[src/rtl/irqp_pkg.sv]
package irqp_pkg;
   localparam int NSLC  = 2;
   localparam int NWORD = 2;

   typedef enum logic [2:0] {
      RA_PEND0 = 3'd0,
      RA_PEND1 = 3'd1,
      RA_MSKA0 = 3'd2,
      RA_MSKA1 = 3'd3,
      RA_MSKB0 = 3'd4,
      RA_MSKB1 = 3'd5,
      RA_SET   = 3'd6,
      RA_CLR   = 3'd7
   } irqp_addr_e;
endpackage

[src/rtl/irqp_msb.sv]
module irqp_msb #(
   parameter int W = 32,
   localparam int IDX_W = $clog2(W)
) (
   input  logic [W-1:0]     vec_i,
   output logic             any_o,
   output logic [IDX_W-1:0] idx_o
);
   always_comb begin
      any_o = |vec_i;
      idx_o = '0;
      for (int i = 0; i < W; i++) begin
         if (vec_i[i]) idx_o = IDX_W'(i);
      end
   end
endmodule

[src/rtl/irqp_store.sv]
module irqp_store #(
   parameter int WORD_W    = 32,
   parameter int SYS_RSV   = 6,
   parameter int RSCH_BASE = 2,
   parameter int CALL_BASE = 4,
   localparam int NLVL  = 2 * WORD_W,
   localparam int LVL_W = $clog2(NLVL)
) (
   input  logic                   clk_i,
   input  logic                   rst_ni,
   input  logic                   bset_vld_i,
   input  logic [LVL_W-1:0]       bset_lvl_i,
   input  logic                   bclr_vld_i,
   input  logic [LVL_W-1:0]       bclr_lvl_i,
   input  logic                   msg_vld_i,
   input  logic [LVL_W-1:0]       msg_lvl_i,
   input  logic [1:0]             ipi_rsch_i,
   input  logic [1:0]             ipi_call_i,
   output logic [1:0][WORD_W-1:0] pend_o
);
   logic [NLVL-1:0] set_vec, clr_vec, pend_q;

   for (genvar l = 0; l < NLVL; l++) begin : g_lvl
      localparam logic [LVL_W-1:0] LV = LVL_W'(l);
      logic ipi_hit;
      if (l == RSCH_BASE) begin : g_ra
         assign ipi_hit = ipi_rsch_i[0];
      end else if (l == RSCH_BASE + 1) begin : g_rb
         assign ipi_hit = ipi_rsch_i[1];
      end else if (l == CALL_BASE) begin : g_ca
         assign ipi_hit = ipi_call_i[0];
      end else if (l == CALL_BASE + 1) begin : g_cb
         assign ipi_hit = ipi_call_i[1];
      end else begin : g_none
         assign ipi_hit = 1'b0;
      end

      if (l < SYS_RSV) begin : g_sys
         assign set_vec[l] = (bset_vld_i && bset_lvl_i == LV) || ipi_hit;
      end else begin : g_dev
         assign set_vec[l] = (bset_vld_i && bset_lvl_i == LV)
                          || (msg_vld_i && msg_lvl_i == LV) || ipi_hit;
      end
      assign clr_vec[l] = bclr_vld_i && bclr_lvl_i == LV;
   end

   always_ff @(posedge clk_i or negedge rst_ni) begin
      if (!rst_ni) pend_q <= '0;
      else         pend_q <= (pend_q & ~clr_vec) | set_vec;
   end

   assign pend_o = pend_q;
endmodule

[src/rtl/irqp_slice.sv]
module irqp_slice #(
   parameter int WORD_W = 32,
   localparam int IDX_W = $clog2(WORD_W)
) (
   input  logic                   clk_i,
   input  logic                   rst_ni,
   input  logic [1:0]             mask_we_i,
   input  logic [WORD_W-1:0]      wdata_i,
   input  logic [1:0][WORD_W-1:0] pend_i,
   output logic [1:0][WORD_W-1:0] mask_o,
   output logic [1:0]             irq_o,
   output logic [1:0][IDX_W-1:0]  lvl_o
);
   for (genvar w = 0; w < 2; w++) begin : g_word
      logic [WORD_W-1:0] mask_q, eff;
      logic              any;
      logic [IDX_W-1:0]  idx;
      logic              irq_q;
      logic [IDX_W-1:0]  lvl_q;

      always_ff @(posedge clk_i or negedge rst_ni) begin
         if (!rst_ni)           mask_q <= '0;
         else if (mask_we_i[w]) mask_q <= wdata_i;
      end

      assign eff = pend_i[w] & mask_q;

      irqp_msb #(.W(WORD_W)) i_msb (.vec_i(eff), .any_o(any), .idx_o(idx));

      always_ff @(posedge clk_i or negedge rst_ni) begin
         if (!rst_ni) begin
            irq_q <= 1'b0;
            lvl_q <= '0;
         end else begin
            irq_q <= any;
            lvl_q <= idx;
         end
      end

      assign mask_o[w] = mask_q;
      assign irq_o[w]  = irq_q;
      assign lvl_o[w]  = lvl_q;
   end
endmodule

[src/rtl/irqp_hub.sv]
module irqp_hub
   import irqp_pkg::*;
#(
   parameter int WORD_W    = 32,
   parameter int SYS_RSV   = 6,
   parameter int RSCH_BASE = 2,
   parameter int CALL_BASE = 4,
   localparam int LVL_W = $clog2(2 * WORD_W),
   localparam int IDX_W = $clog2(WORD_W)
) (
   input  logic                  clk_i,
   input  logic                  rst_ni,
   input  logic                  bus_we_i,
   input  logic [2:0]            bus_addr_i,
   input  logic [WORD_W-1:0]     bus_wdata_i,
   output logic [WORD_W-1:0]     bus_rdata_o,
   input  logic                  msg_vld_i,
   input  logic [LVL_W-1:0]      msg_lvl_i,
   input  logic [1:0]            ipi_rsch_i,
   input  logic [1:0]            ipi_call_i,
   output logic [1:0]            irq_ln2_o,
   output logic [1:0]            irq_ln3_o,
   output logic [1:0][IDX_W-1:0] lvl_ln2_o,
   output logic [1:0][IDX_W-1:0] lvl_ln3_o
);
   if (WORD_W < 8 || (1 << IDX_W) != WORD_W) begin : g_bad_width
      $error("WORD_W must be a power of two and at least 8");
   end
   if (SYS_RSV > WORD_W) begin : g_bad_rsv
      $error("SYS_RSV must fit in word 0");
   end
   if (RSCH_BASE + 1 >= SYS_RSV || CALL_BASE + 1 >= SYS_RSV) begin : g_bad_ipi
      $error("inter-processor levels must lie inside the system region");
   end
   if (!(RSCH_BASE + 1 < CALL_BASE || CALL_BASE + 1 < RSCH_BASE)) begin : g_bad_ovl
      $error("reschedule and call levels overlap");
   end

   logic [1:0][WORD_W-1:0]      pend_w;
   logic [1:0][1:0][WORD_W-1:0] mask_all;
   logic [WORD_W-1:0]           rdata_q;
   logic                        bset_vld, bclr_vld;

   assign bset_vld = bus_we_i && (irqp_addr_e'(bus_addr_i) == RA_SET);
   assign bclr_vld = bus_we_i && (irqp_addr_e'(bus_addr_i) == RA_CLR);

   irqp_store #(
      .WORD_W(WORD_W), .SYS_RSV(SYS_RSV),
      .RSCH_BASE(RSCH_BASE), .CALL_BASE(CALL_BASE)
   ) i_store (
      .clk_i, .rst_ni,
      .bset_vld_i(bset_vld), .bset_lvl_i(bus_wdata_i[LVL_W-1:0]),
      .bclr_vld_i(bclr_vld), .bclr_lvl_i(bus_wdata_i[LVL_W-1:0]),
      .msg_vld_i, .msg_lvl_i, .ipi_rsch_i, .ipi_call_i,
      .pend_o(pend_w)
   );

   for (genvar s = 0; s < NSLC; s++) begin : g_slc
      logic [1:0]            mwe;
      logic [1:0]            s_irq;
      logic [1:0][IDX_W-1:0] s_lvl;

      for (genvar w = 0; w < NWORD; w++) begin : g_we
         assign mwe[w] = bus_we_i && (bus_addr_i == 3'(2 + 2 * s + w));
      end

      irqp_slice #(.WORD_W(WORD_W)) i_slice (
         .clk_i, .rst_ni,
         .mask_we_i(mwe), .wdata_i(bus_wdata_i), .pend_i(pend_w),
         .mask_o(mask_all[s]), .irq_o(s_irq), .lvl_o(s_lvl)
      );

      assign irq_ln2_o[s] = s_irq[0];
      assign irq_ln3_o[s] = s_irq[1];
      assign lvl_ln2_o[s] = s_lvl[0];
      assign lvl_ln3_o[s] = s_lvl[1];
   end

   always_ff @(posedge clk_i or negedge rst_ni) begin
      if (!rst_ni) rdata_q <= '0;
      else begin
         unique case (irqp_addr_e'(bus_addr_i))
            RA_PEND0: rdata_q <= pend_w[0];
            RA_PEND1: rdata_q <= pend_w[1];
            RA_MSKA0: rdata_q <= mask_all[0][0];
            RA_MSKA1: rdata_q <= mask_all[0][1];
            RA_MSKB0: rdata_q <= mask_all[1][0];
            RA_MSKB1: rdata_q <= mask_all[1][1];
            default:  rdata_q <= '0;
         endcase
      end
   end

   assign bus_rdata_o = rdata_q;
endmodule

[config.mk]
export PLATFORM = sky130hd
export DESIGN_NAME = irqp_hub
export DESIGN_NICKNAME = d
export VERILOG_FILES = /design/src/rtl/irqp_pkg.sv /design/src/rtl/irqp_msb.sv /design/src/rtl/irqp_store.sv /design/src/rtl/irqp_slice.sv /design/src/rtl/irqp_hub.sv
export SDC_FILE = /design/constraint.sdc
export NUM_CORES = 1
export LEC_CHECK = 0
export ABC_AREA = 1
export BUFFER_PORTS_ARGS = -buffer_cell sky130_fd_sc_hd__buf_2
export CORE_MARGIN = 2
export CORE_UTILIZATION = 59
export CTS_CLUSTER_DIAMETER = 80
export DETAILED_ROUTE_END_ITERATION = 6
export GPL_TIMING_DRIVEN = 0
export HOLD_SLACK_MARGIN = 0.05
export PLACE_DENSITY = 0.79
export SLEW_MARGIN = 20
export SYNTH_ARGS = -nofsm -noshare
export SYNTH_HDL_FRONTEND = slang
export SYNTH_SLANG_ARGS = --single-unit
[constraint.sdc]
create_clock -name clk_i -period 2.3 [get_ports clk_i]
set_input_delay 0.23 -clock clk_i [delete_from_list [all_inputs] [get_ports clk_i]]
set_output_delay 0.23 -clock clk_i [all_outputs]
set_load 0.01 [all_outputs]
==> results.py, run 1 <==
metrics = {
    "timing": {
        "clock.fmax_mhz": 433,
        "worstMarginPinSlew_ps": 920,
        "relSlewSlack_pct": 38.7,
        "rsz0062_at_grt": "true",
        "fin_skew_ps": 11.2,
        "finalCriticalPeriod_ps": 2310,
        "report.final.setup_viol": 1,
        "hold_viol": 0,
        "period_share_pct": 100,
        "slew_viol_final": 0,
        "fin_ws_ps": -8.32,
    },
    "die": {
        "start_util_pct": 59.7,
        "fp.dieArea_um2": 21500,
        "die_w_um": 147,
        "core_area_um2": 20100,
        "io_pins": 105,
        "placementRows": 52,
        "die_y_um": 147,
    },
    "clocking": {
        "cts_tree": "built",
        "clockRootBuffer": "clkbuf_16",
        "clockBufferDepth": 3,
        "cts_inserted_buffers": 27,
        "htree_levels": 1,
        "path_clk_slew_ps": 60,
        "clock_latency_ps": 540,
        "cts_sinks": 248,
    },
    "outcome": {
        "violations": "design-rule violations, negative setup slack",
        "status": "complete, but fails checks",
    },
    "detailed_routing": {
        "route.vias.total": 12500,
        "antenna_left": 0,
        "wl_um": 45300,
        "vias_per_cell": 6.21,
        "drt_pass1_iterations": 7,
        "wire_per_inst_um": 22.6,
        "drtIter0Drc": 1592,
        "drc_errors": 4,
    },
    "pwr": {
        "power_frac_seq_pct": 43.8,
        "power_density_nw_per_um2": 997,
        "p_clk_share_pct": 32.4,
        "comb_power_share_pct": 23.8,
        "netSwitchingPower_mw": 4.94,
        "total_power_mw": 14.2,
        "vdd.ir_drop.worst_mv": 1.01,
        "intPower_mw": 9.30,
        "leakage_nw": 6.93,
        "sw_frac_of_total_pct": 34.7,
    },
    "finish": {
        "nets": 1765,
        "design_area_um2": 14300,
        "drive_gt1_share_pct": 10.5,
        "final_cell_mix": "nand2_1 (654), dfrtp_1 (245), o21ai_0 (194)",
        "layout.cells.most_common": "nand2_1",
        "area_delta_synth_final_pct": 18.9,
        "fin_cells": 2007,
    },
    "synthesis": {
        "ys_warn_count": 0,
        "ys_seq_area_share_pct": 51.7,
        "synthesis.nets": 1594,
        "avgSynthCellArea_um2": 7.77,
        "yosysTopAreaCell": "dfrtp_1",
        "ys_ff_latch": 248,
        "synth_top_area_share_pct": 51.7,
        "synthTopCellsByArea": "dfrtp_1 (52%), nand2_1 (21%), o21ai_0 (8.1%)",
        "syn_area_um2": 12000,
        "syn_inst": 1545,
        "synthDistinctLibCells": 21,
    },
    "grt": {
        "grt_pass1_vias": 12000,
        "antenna_found_initial": 0,
        "gr-total-overflow": 0,
        "grt_max_degree": 100,
        "grtUsageTotal_pct": 42.1,
        "grt_pass1_wl_um": 68100,
    },
    "run": {
        "cap_violations": 0,
    },
    "place": {
        "gp_congestion": 1.00,
        "hpwlAfterDp_um": 33000,
        "place_area_um2": 12900,
        "io_buffers": 104,
        "dp.cells": 1921,
    },
    "critical_path": {
        "path_class": "in -> reg",
        "r2r_slack_ps": 0,
        "rr_startpoint": "i_store.pend_o[1]",
        "reg2reg_depth": 32,
        "end_kind": "flop",
        "arrival_ps": 2770,
        "r2r_end": "g_slc[0].i_slice.g_word[0].lvl_q[0]",
        "crit_path_max_fanout": 10,
        "start_kind": "primary input",
        "cp_data_required_time_ps": 2760,
    },
    "worst_hold_path": {
        "holdPathStages": 3,
        "hp-class": "in -> reg",
        "min_from": "bus_wdata_i[10]",
        "worst_hold_path.endpoint": "g_slc[0].i_slice.g_word[1].mask_q[10]",
    },
}
## metal layers
layer	track usage, %	vias up	wire length, um
met5	0	-	0
met4	18.5	0	2340
met3	10.4	170	6330
met2	64.0	951	19700
met1	58.0	5855	16900
li1	-	5489	-
## synthesized netlist by cell type
cell / count
a21oi_1: 17
a22o_1: 20
buf_4: 4
nor2_1: 110
dfrtp_1: 248
nand2_1: 663
clkbuf_1: 62
o211ai_1: 58
a221oi_1: 7
o21bai_1: 4
o2111ai_1: 2
o21ai_0: 194
o22ai_1: 1
inv_1: 63
nand3_1: 21
nand4_1: 11
a22oi_1: 39
nor3_1: 6
a31o_2: 4
a31oi_1: 8
a32o_1: 3
## flip-flops by register name (all words and copies together) (netlist names)
signal,cells
bus_rdata_o,32
g_slc.i_slice.g_word.lvl_q,20
g_slc.i_slice.g_word.mask_q,128
i_store.pend_o,64
g_slc.i_slice.g_word.irq_q,4
## worst max-delay path: stages
cell	delay [ps]
buf_2	130
inv_1	60
nor2_1	160
nand2_1	120
inv_1	340
clkbuf_1	700
clkbuf_1	680
a22oi_1	150
nand3_1	180
## stage by stage
stage	TNS, ps	worst slack [ps]	hold slack (ps)	utilization, %
after detailed placement	-4670	-282	260	64.3
final	-8.32	-8.32	92.7	71.0
after floorplan	0	441	-65.6	-
after global placement	-811090	-3280	415	64.0
after CTS	0	12.5	61.7	70.6
after global routing	-1020	-295	102	71.0
## power groups by stage
stage | Combinational (mW) | Clock (mW) | Sequential [mW]
after global placement | 3.16 | 0 | 6.16
final | 3.39 | 4.62 | 6.23
after floorplan | 1.96 | 0 | 5.97
after CTS | 3.30 | 4.62 | 6.12
after detailed placement | 3.23 | 0 | 6.18
after global routing | 3.76 | 4.79 | 6.28
## worst max path at each step
stage                                  from  slack, ps                                  end  cells after the start
after floorplan           i_store.pend_o[1]        440  g_slc[0].i_slice.g_word[0].lvl_q[0]                     32
after global placement               rst_ni      -3280                   i_store.pend_o[26]                      1
after detailed placement      bus_addr_i[2]       -280                      bus_rdata_o[11]                      8
after CTS                 i_store.pend_o[1]         10  g_slc[0].i_slice.g_word[0].lvl_q[0]                     32
after global routing      i_store.pend_o[1]       -290  g_slc[0].i_slice.g_word[0].lvl_q[0]                     32
final                         bus_addr_i[1]         -8                      bus_rdata_o[25]                      9
## logic make-up after synthesis
kind of cell | after synthesis | synth area share, %
buf+inv | 129 | 4.16
compound gates | 357 | 18.2
flops | 248 | 51.7
simple gates | 811 | 25.9
## what timing repair did
action	in CTS	in global routing
hold endpoints to repair	161	0
hold buffers	30	0
gates resized for setup	0	15
buffers inserted	0	6
endpoints found under the setup margin	0	4
## cell type report
| type | count | area [um2] |
|---|---|---|
| flip-flops and latches | 248 | 6210 |
| fillers | 1602 | 5840 |
| multi-input cells | 1168 | 5330 |
| repair buffers | 142 | 931 |
| clock buffers | 39 | 821 |
| well taps | 270 | 338 |
| plain buffers | 66 | 263 |
| inverters | 63 | 236 |
| clock inverters | 10 | 140 |
| diodes | 1 | 2.50 |
No activity file was read; power rests on OpenSTA's default activity.
==> run 2, diff against run 1 <==
BUFFER_PORTS_ARGS = not set   (was -buffer_cell sky130_fd_sc_hd__buf_2)
CTS_CLUSTER_SIZE = 8   (was not set)
DONT_BUFFER_PORTS = 1   (was not set)
PLACE_DENSITY = 0.75   (was 0.79)
clock period = 2.7 ns   (was 2.3 ns; I/O delays follow)
==> results.py, run 2 (synthesis gave the netlist of run 1 again) <==
metrics = {
    "outcome": {
        "status": "complete, but fails checks",
        "violations": "negative hold slack",
    },
    "finish": {
        "largest_reg_flops": 128,
        "nets": 1668,
        "area_delta_synth_final_pct": 13.7,
        "antenna_cells": 0,
        "multi_input_area_um2": 5300,
        "design_area_um2": 13600,
        "drive_gt1_share_pct": 3.02,
        "final_cell_mix": "nand2_1 (662), dfrtp_1 (248), o21ai_0 (194)",
        "layout.cells.most_common": "nand2_1",
        "fin_cells": 1890,
        "ff_latch_area_um2": 6210,
        "fillers": 1662,
        "final_core_utilization_pct": 67.9,
        "top_register": "g_slc.i_slice.g_word.mask_q",
    },
    "critical_path": {
        "start_kind": "flop",
        "path_class": "reg -> reg",
        "end_kind": "flop",
        "arrival_ps": 2850,
        "rr_startpoint": "i_store.pend_o[1]",
        "r2r_slack_ps": 240,
        "slowest_stage": "dfrtp_1",
        "crit_path_max_fanout": 4,
        "max_stage_delay_ps": 420,
        "reg2reg_depth": 32,
        "r2r_end": "g_slc[0].i_slice.g_word[0].lvl_q[0]",
        "endpoint": "g_slc[0].i_slice.g_word[0].lvl_q[0]",
        "critPathLaunch": "i_store.pend_o[1]",
        "cp_data_required_time_ps": 3090,
        "path_common_cell": "nand2_1",
    },
    "clocking": {
        "path_clk_slew_ps": 50,
        "clock_latency_ps": 520,
        "cts_tree": "built",
        "htree_levels": 2,
        "cts_hold_buffers": 36,
        "cts_setup_buffers": 0,
        "clockRootBuffer": "clkbuf_16",
        "cts_sinks": 248,
        "clockBufferDepth": 3,
        "cts_inserted_buffers": 36,
    },
    "grt": {
        "grt_pass1_wl_um": 68100,
        "antenna_found_initial": 0,
        "gr-total-overflow": 0,
        "grt_max_degree": 249,
        "grtUsageTotal_pct": 42.4,
        "grt_pass1_vias": 11500,
    },
    "place": {
        "hpwlAfterDp_um": 32600,
        "pre_cts_ws_ps": 279,
        "place_area_um2": 12300,
        "gp_congestion": 1.04,
        "dp.cells": 1815,
        "io_buffers": 0,
    },
    "pwr": {
        "vdd.ir_drop.worst_mv": 0.524,
        "total_power_mw": 11.8,
        "leakage_nw": 6.45,
        "intPower_mw": 7.74,
        "power_density_nw_per_um2": 868,
        "netSwitchingPower_mw": 4.11,
        "power_frac_seq_pct": 46.1,
        "p_clk_share_pct": 33.5,
        "sw_frac_of_total_pct": 34.7,
        "comb_power_share_pct": 20.5,
    },
    "timing": {
        "finalCriticalPeriod_ps": 2460,
        "rsz0062_at_grt": "true",
        "clock.fmax_mhz": 407,
        "worstMarginPinSlew_ps": 985,
        "fin_skew_ps": 24.7,
        "slew_viol_final": 0,
        "whs_ps": -541,
        "hold_viol": 248,
        "report.final.setup_viol": 0,
        "tns_ps": 0,
        "relSlewSlack_pct": 34.3,
        "fin_ws_ps": 240,
        "period_share_pct": 91.1,
    },
    "detailed_routing": {
        "route.vias.total": 12000,
        "vias_per_cell": 6.36,
        "wire_per_inst_um": 23.7,
        "wl_um": 44800,
        "drt_pass1_iterations": 6,
        "antenna_left": 0,
        "drc_errors": 0,
        "drtIter0Drc": 1569,
    },
    "die": {
        "io_pins": 105,
        "core_area_um2": 20100,
        "fp.dieArea_um2": 21500,
        "die_y_um": 147,
        "start_util_pct": 59.7,
        "die_w_um": 147,
        "placementRows": 52,
    },
    "worst_hold_path": {
        "hp-class": "in -> async",
    },
    "run": {
        "cap_violations": 0,
    },
}
==> run 2: changes by cell type in the layout (fill, tap and decap cells not counted), moves of 7 or more <==
cell	previous run	this run
buf_2	103	0
nand2_1	654	662
clkbuf_8	10	0
nand2_2	8	1
clkbuf_16	27	37
==> run 2: how the worst min path moves through the flow <==
| stage | from | endpoint | slack, ps | depth (start not counted) |
|---|---|---|---|---|
| floorplan | rst_ni | bus_rdata_o[0] | -30 | 0 |
| global placement | rst_ni | g_slc[0].i_slice.g_word[1].mask_q[9] | -20 | 0 |
| detailed placement | rst_ni | g_slc[1].i_slice.g_word[0].mask_q[9] | -20 | 0 |
| CTS | rst_ni | g_slc[0].i_slice.g_word[0].mask_q[7] | -550 | 0 |
| global route | rst_ni | g_slc[0].i_slice.g_word[1].mask_q[9] | -550 | 0 |
| finish | rst_ni | g_slc[1].i_slice.g_word[0].mask_q[9] | -540 | 0 |
==> run 2: timing repair <==
item,CTS,global route
hold endpoints to repair,375,248
gates resized for setup,0,1
endpoints found under the setup margin,0,2
==> run 2: power groups by stage <==
stage               combinational (mW)  clock [mW]  sequential [mW]
floorplan                         1.67           0             5.08
global placement                  2.25           0             5.42
detailed placement                2.30           0             5.43
CTS                               2.35        3.98             5.40
global route                      2.73        4.11             5.51
finish                            2.42        3.97             5.46
==> run 2: cell type report <==
type                       count  share of cell area, %
clock inverter                 2                  0.128
inverter                      63                   1.73
clock buffer                  37                   6.78
sequential                   248                   45.5
tap                          270                   2.48
multi-input combinational   1168                   38.8
buffer                        66                   1.93
timing repair buffer          36                   2.64
==> run 2: worst max-delay path: cells and delay by family, from the launching register on <==
kind	cells	cell delay, ps
simple gates	31	1860
flops	1	420
buf+inv	1	60
==> run 2: per-layer routing <==
layer,routed length (um),GRT usage [%],vias up
li1,-,-,5265
met1,17200,57.8,5694
met2,19200,62.4,896
met3,6150,13.4,156
met4,2230,19.0,0
met5,0,0,-
